$ cat src/rtl/irq_resolver.sv
module irq_resolver #(
  parameter int NIRQ     = 8,
  parameter int CASC_BIT = 2,
  localparam int IDW     = $clog2(NIRQ),
  localparam int RW      = IDW + 1
) (
  input  logic            clk,
  input  logic            rst_n,
  input  logic [NIRQ-1:0] req_in,
  input  logic [NIRQ-1:0] level_mode,
  input  logic            mask_load,
  input  logic [NIRQ-1:0] mask_value,
  input  logic            auto_eoi,
  input  logic            rotate_aeoi,
  input  logic            nested_special,
  input  logic            ack,
  input  logic            eoi_clr,
  input  logic [IDW-1:0]  eoi_sel,
  output logic            irq_out,
  output logic [IDW-1:0]  vec_out,
  output logic [NIRQ-1:0] req_latched,
  output logic [NIRQ-1:0] in_service
);

  localparam logic [RW-1:0]   NONE  = RW'(NIRQ);
  localparam logic [IDW-1:0]  IDLE  = IDW'(NIRQ - 1);
  localparam logic [NIRQ-1:0] CASC1 = NIRQ'(1) << CASC_BIT;

  function automatic logic [NIRQ-1:0] rotr(input logic [NIRQ-1:0] v, input logic [IDW-1:0] s);
    logic [2*NIRQ-1:0] d;
    d = {v, v} >> s;
    return d[NIRQ-1:0];
  endfunction

  function automatic logic [RW-1:0] first_rank(input logic [NIRQ-1:0] v);
    logic [RW-1:0] r;
    r = NONE;
    for (int k = NIRQ - 1; k >= 0; k--)
      if (v[k]) r = RW'(k);
    return r;
  endfunction

  logic [NIRQ-1:0] irr_q, last_q, isr_q, mask_q;
  logic [IDW-1:0]  base_q, vec_q;
  logic            irq_q;

  logic [NIRQ-1:0] pend, isr_eff, take_bit, clr_bit, rise;
  logic [RW-1:0]   rank_p, rank_s;
  logic            win, take;
  logic [IDW-1:0]  win_id;

  assign pend     = irr_q & ~mask_q;
  assign isr_eff  = isr_q & ~(nested_special ? CASC1 : '0);
  assign rank_p   = first_rank(rotr(pend, base_q));
  assign rank_s   = first_rank(rotr(isr_eff, base_q));
  assign win      = rank_p < rank_s;
  assign win_id   = rank_p[IDW-1:0] + base_q;
  assign take     = ack & win;
  assign take_bit = take ? (NIRQ'(1) << win_id) : '0;
  assign clr_bit  = eoi_clr ? (NIRQ'(1) << eoi_sel) : '0;
  assign rise     = req_in & ~last_q;

  always_ff @(posedge clk or negedge rst_n) begin
    if (!rst_n) begin
      irr_q  <= '0;
      last_q <= '0;
      isr_q  <= '0;
      mask_q <= '0;
      base_q <= '0;
      irq_q  <= 1'b0;
      vec_q  <= IDLE;
    end else begin
      last_q <= req_in;
      irr_q  <= (level_mode & req_in) | (~level_mode & ((irr_q & ~take_bit) | rise));
      isr_q  <= (isr_q & ~clr_bit) | (auto_eoi ? '0 : take_bit);
      if (mask_load) mask_q <= mask_value;
      if (take && auto_eoi && rotate_aeoi) base_q <= win_id + 1'b1;
      irq_q  <= win;
      vec_q  <= win ? win_id : IDLE;
    end
  end

  assign irq_out     = irq_q;
  assign vec_out     = vec_q;
  assign req_latched = irr_q;
  assign in_service  = isr_q;

endmodule


$ cat config.mk
export PLATFORM = sky130hd
export DESIGN_NAME = irq_resolver
export DESIGN_NICKNAME = d
export VERILOG_FILES = /design/src/rtl/irq_resolver.sv
export SDC_FILE = /design/constraint.sdc
export NUM_CORES = 1
export LEC_CHECK = 0
export BUFFER_PORTS_ARGS = -buffer_cell sky130_fd_sc_hd__buf_2
export CORE_UTILIZATION = 55
export DETAILED_ROUTE_END_ITERATION = 10
export HOLD_SLACK_MARGIN = 0.08
export PLACE_DENSITY = 0.82
export SYNTH_ARGS = -nofsm -noshare
export SYNTH_HDL_FRONTEND = slang
export SYNTH_SLANG_ARGS = --single-unit
$ cat constraint.sdc
create_clock -name clk -period 4.07 [get_ports clk]
set_input_delay 0.2035 -clock clk [delete_from_list [all_inputs] [get_ports clk]]
set_output_delay 0.2035 -clock clk [all_outputs]
set_load 0.01 [all_outputs]
== Yosys cells after proc, flatten, opt, wreduce, memory -nomap -nowiden ==
Index checks and enable logic that the tools add are counted.

* Register bits: 39
* Latch bits: 0
* RAM bits: 0
* ROM bits: 0
* Input port bits: 35
* Output and inout bits: 20
* Logic and storage cells: 54
* Memories: 0

* Add/sub/neg operators: 2
* Multipliers: 0
* Div/mod/pow operators: 0
* Order comparisons: 1
* Equality and inequality tests: 0
* Shift operators: 4
* Muxes and demuxes: 21
* Bitwise operators: 17
* Reductions and logical operators: 2

{| class="wikitable"
|+ Operators with widths
! cell !! number
|-
| 4-bit 2-to-1 mux || 16
|-
| 8-bit bitwise AND || 7
|-
| 8-bit inverter || 5
|-
| 16-bit by 3-bit right shift with 8-bit output || 2
|-
| 8-bit 2-to-1 mux || 3
|-
| 8-bit bitwise OR || 3
|-
| 1-bit by 3-bit << shifter with 8-bit output (first input constant) || 2
|-
| 3-bit inverter with 8-bit output || 1
|-
| 3-bit 2-to-1 mux || 2
|-
| 4-bit less-than comparator || 1
|-
| 3-bit by 1-bit adder with 3-bit output (second input constant) || 1
|-
| 3-bit adder || 1
|-
| 1-bit logical AND || 2
|-
| 1-bit bitwise AND || 1
|}

== Longest topological paths before layout ==
* Depth in word-level cells: 20
* Mapped depth: 17
* Gate-level depth less buffers: 14

== Least setup slack after synthesis ==
OpenSTA, ideal clock, no wires.

* Kind: flip-flop to flip-flop
* Start point: reg irr_q[5], in the netlist req_latched[5]
* End point: reg base_q[2]
* Library setup time: 128 ps
* Arrival: 3671 ps
* Required time: 3942 ps
* Slack: 271 ps
* Cell stages (with the launch flop): 13
* Path buffers: 1
* Clock period less this slack: 3799 ps
* Cell sequence: dfrtp_1 -> nor2b_1 -> mux4_2 -> mux2_2 -> or4_4 -> nor4b_1 -> ha_1 -> a211oi_1 -> inv_1 -> o32ai_2 -> buf_4 -> nand4_2 -> mux2_1

* Cells in the longest elaborated chain, start to end: 14
* Elaborated cells on any way between the ends: 16
* Classes of those cells: 2 x add/sub; 1 x order compare; 1 x shift; 8 x mux; 2 x bitwise; 2 x reduce/logical

{| class="wikitable"
|+ Ends and longest elaborated chain
! item !! line !! RTL
|-
| start: declaration || 43 || <nowiki>logic [NIRQ-1:0] irr_q, last_q, isr_q, mask_q;</nowiki>
|-
| start signal: assignment || 74 || <nowiki>irr_q <= (level_mode & req_in) | (~level_mode & ((irr_q & ~take_bit) | rise));</nowiki>
|-
| 8-bit bitwise AND (*) || 52 || <nowiki>assign pend = irr_q & ~mask_q;</nowiki>
|-
| 16-bit by 3-bit right shift with 8-bit output (*) || 31 || <nowiki>d = {v, v} >> s;</nowiki>
|-
| 4-bit 2-to-1 mux (7 in series) || 39 || <nowiki>if (v[k]) r = RW'(k);</nowiki>
|-
| 4-bit 2-to-1 mux (*) || 39 ||
|-
| 4-bit less-than comparator (*) || 56 || <nowiki>assign win = rank_p < rank_s;</nowiki>
|-
| named net win || 49 || <nowiki>logic win, take;</nowiki>
|-
| 1-bit bitwise AND (*) || 58 || <nowiki>assign take = ack & win;</nowiki>
|-
| 1-bit logical AND (*) (2 in series) || 77 || <nowiki>if (take && auto_eoi && rotate_aeoi) base_q <= win_id + 1'b1;</nowiki>
|-
| end signal: assignment || 77 ||
|-
| end: declaration || 44 || <nowiki>logic [IDW-1:0] base_q, vec_q;</nowiki>
|}

Mark *: on every way through the listed nets, which the timed path passes. The rest lies on a longest branch.
A chain may end at the register's enable or synchronous reset.

== Worst setup path in the final report ==
* Start point: reg irr_q[0], in the netlist req_latched[0]
* End point: reg irr_q[1], in the netlist req_latched[1]

* Cells in the longest elaborated chain, start to end: 18
* Elaborated cells on any way between the ends: 20
* Classes of those cells: 1 x add/sub; 1 x order compare; 2 x shift; 9 x mux; 7 x bitwise

{| class="wikitable"
|+ Ends and longest elaborated chain
! item !! line !! RTL
|-
| 8-bit bitwise AND (*) || 52 ||
|-
| 16-bit by 3-bit right shift with 8-bit output (*) || 31 ||
|-
| 4-bit 2-to-1 mux (7 in series) || 39 ||
|-
| 4-bit 2-to-1 mux (*) || 39 ||
|-
| 4-bit less-than comparator / 3-bit adder (equally long branches) || 56, 57 ||
|-
| 1-bit bitwise AND / 1-bit by 3-bit << shifter with 8-bit output (equally long branches) || 58, 59 ||
|-
| 8-bit 2-to-1 mux (*) || 59 || <nowiki>assign take_bit = take ? (NIRQ'(1) << win_id) : '0;</nowiki>
|-
| 8-bit inverter (*) || 74 ||
|-
| 8-bit bitwise AND (*) || 74 ||
|-
| 8-bit bitwise OR (*) || 74 ||
|-
| 8-bit bitwise AND (*) || 74 ||
|-
| 8-bit bitwise OR (*) || 74 ||
|}

Mark *: on every way between the ends. The rest lies on a longest branch, timed or not.

==> impl_metrics.py <==
metrics = {
    "placement": {
        "place_ws_ps": -26.9,
        "gp_routability_congestion": 0.893,
        "portBuffers": 54,
        "place_inst": 377,
        "dp.final_hpwl_microns": 4930,
    },
    "sta": {
        "finalHoldViolations": 0,
        "period_minus_slack_ps": 3960,
        "tightest_slew_ps": 842,
        "clock.fmax_mhz": 252,
        "fin_crit_sh_pct": 97.3,
        "finClkSkew_ps": 2.80,
        "setup_viol": 0,
        "setup_tns_ps": 0,
        "relSlewSlack_pct": 43.9,
        "rsz0062_at_grt": "false",
        "holdWs_ps": 138,
        "drv_slew": 0,
        "fin_ws_ps": 108,
    },
    "worst_setup_path": {
        "crit_required_ps": 4260,
        "cpMaxStageDelayCell": "or4_4",
        "r2r_slack_ps": 110,
        "path_delay_family": "simple AND/OR/NAND/NOR gates",
        "crit_cells": 12,
        "path_max_fanout": 14,
        "end_kind": "flip-flop",
        "crit_type": "flip-flop to flip-flop",
        "critPathLaunchType": "flip-flop",
        "r2r_cells": 12,
        "path_cells": "nor2b_1 -> mux4_2 -> mux2_2 -> or4_4 -> nor4b_2 -> ha_1 -> a211oi_2 -> inv_1 -> o32ai_4 -> buf_12 -> or3b_1 -> a32o_1",
        "crit_path_max_incr_delay_ps": 540,
        "critPathBufInv": 2,
        "crit_arrival_ps": 4150,
    },
    "clock_network": {
        "cts_buffers": 5,
        "clk_latency_ps": 290,
        "cts_tree": "done",
        "cts_setup_buffers": 0,
        "clk_pin_slew_ps": 80,
        "clock-sinks": 39,
        "cts_buffer_depth": 2,
        "h-tree-depth": 2,
        "cts_root_buf": "clkbuf_8",
    },
    "grt": {
        "grt_max_degree": 40,
        "antenna_found_initial": 0,
        "gr-total-overflow": 0,
        "grt_pass1_wl_microns": 11200,
        "grt_usage_pct": 28.0,
        "grt_pass1_vias": 2343,
    },
    "detailed_routing": {
        "vias": 2353,
        "drc_errors": 0,
        "drt_pass1_iterations": 5,
        "routed_wl_microns": 6760,
        "final_antenna_net_count": 0,
        "wl_per_cell_microns": 17.1,
        "drt-vias-per-instance": 5.96,
        "drtIter0Drc": 151,
    },
    "min_path": {
        "min_path_cells": 2,
        "hold_class": "primary input to flip-flop",
    },
    "run_status": {
        "outcome": "complete, no violations",
    },
    "synth": {
        "ys_seq_area_share_pct": 35.6,
        "synth-compound-area-share_pct": 12.5,
        "syn_area_per_cell_sq_um": 10.8,
        "synthSimpleGateAreaFrac_pct": 17.8,
        "ys_seq_elements": 39,
        "muxShareOfSynthArea_pct": 23.6,
        "synth_top_family_by_area": "multiplexers",
        "synth_warnings": 0,
        "synth_xor_area_share_pct": 1.23,
        "synth_nets": 300,
        "synthArstFlopShare_pct": 100,
        "synthFlopType": "dfrtp_1",
        "ys_types": 52,
        "netlist_area_sq_um": 2750,
        "yosys.area_share.adder_pct": 4.82,
        "synth_edf_count": 0,
        "syn_inst": 255,
    },
    "layout": {
        "stdcell_count": 395,
        "final_cell_mix": "54 x buf_2, 34 x dfrtp_1, 31 x nand2_1",
        "drive_above_1_share_pct": 35.7,
        "area_delta_synth_final_pct": 23.7,
        "nets": 372,
        "final_common_cell": "buf_2",
        "n_antenna_cell": 0,
    },
    "floorplan": {
        "ioPinCount": 55,
        "num_rows": 25,
        "core_area_sq_um": 4750,
        "dieArea_sq_um": 5280,
        "dieHeight_microns": 72.7,
        "die_w_microns": 72.7,
        "start_util_pct": 57.8,
    },
    "run": {
        "maxCapViolCount": 0,
    },
}
state kept, by name, summed over array words and instances (netlist names):
signal       flops
req_latched      8
in_service       8
last_q           8
vec_out          3
irq_out          1
mask_q           8
base_q           3
stage by stage:
step,cell area [sq um],utilization [%]
6_report,3400,71.5
5_1_grt,3400,71.5
4_1_cts,3340,70.2
3_5_place_dp,3150,66.3
3_3_place_gp,3150,66.3
2_1_floorplan,2750,-
cell families after synthesis:
group,after synthesis
buf+inv,28
compound gates,47
simple gates,85
flops,39
xor+xnor,3
mux,43
fa+ha+maj,10
synthesized netlist by cell type, drive strengths merged, types with 3 or more instances:
cell	count	share of area [%]
dfrtp	36	33
nand2	31	4.2
inv	16	2.2
mux4	16	13
mux2	14	5.7
mux2i	13	4.7
nand2b	13	3.0
o21ai	12	2.2
ha	9	4.1
nor2b	9	2.0
o31ai	9	2.5
a32o	8	2.9
buf	7	1.5
nand3	7	1.3
clkbuf	5	0.68
nand4	5	1.4
or3b	5	1.6
a21oi	3	0.55
dfstp	3	2.9
nor3	3	0.55
o21a	3	0.82
o22ai	3	0.68
routing by layer:
layer	vias to the layer above	GRT usage [%]	share of wire, %
met4	0	11.1	2.0
met1	1148	37.5	40
met5	-	0	0
met3	13	3.87	5.3
met2	90	46.3	52
li1	1102	-	-
final timing paths:
kind / to / from
min in group asynchronous: in_service[0]$_DFF_PN0_ / rst_n
max in group asynchronous: base_q[0]$_DFFE_PN0P_ / rst_n
max reg2reg: req_latched[1]$_DFF_PN0_ / req_latched[0]$_DFF_PN0_
min reg2reg: mask_q[1]$_DFFE_PN0P_ / mask_q[1]$_DFFE_PN0P_
max: req_latched[1]$_DFF_PN0_ / req_latched[0]$_DFF_PN0_
min: mask_q[7]$_DFFE_PN0P_ / mask_value[7]
cell type report:
class / instances / area, sq um
inverter: 16 / 60.1
clock inverter: 3 / 20.0
timing repair buffer: 76 / 483
clock buffer: 5 / 68.8
fill: 339 / 1360
tap: 67 / 83.8
sequential: 39 / 982
multi-input combinational: 189 / 1700
timing repair:
action                                 CTS  global route
hold buffers                             9             0
endpoints found under the hold margin   44             0
setup endpoints to repair                5            17
gates cloned                             0             1
pin swaps                                0             1
resized for setup                        1            11
worst register-to-register path, cell delays in order, from the launching register on:
cell,delay (ps)
dfrtp_1,430
nor2b_1,170
mux4_2,460
mux2_2,270
or4_4,540
nor4b_2,290
ha_1,290
a211oi_2,200
inv_1,100
o32ai_4,290
buf_12,170
or3b_1,380
a32o_1,270
Power is not shown: default switching activity piles up to over one toggle a cycle in this logic, so the estimate is an artifact.
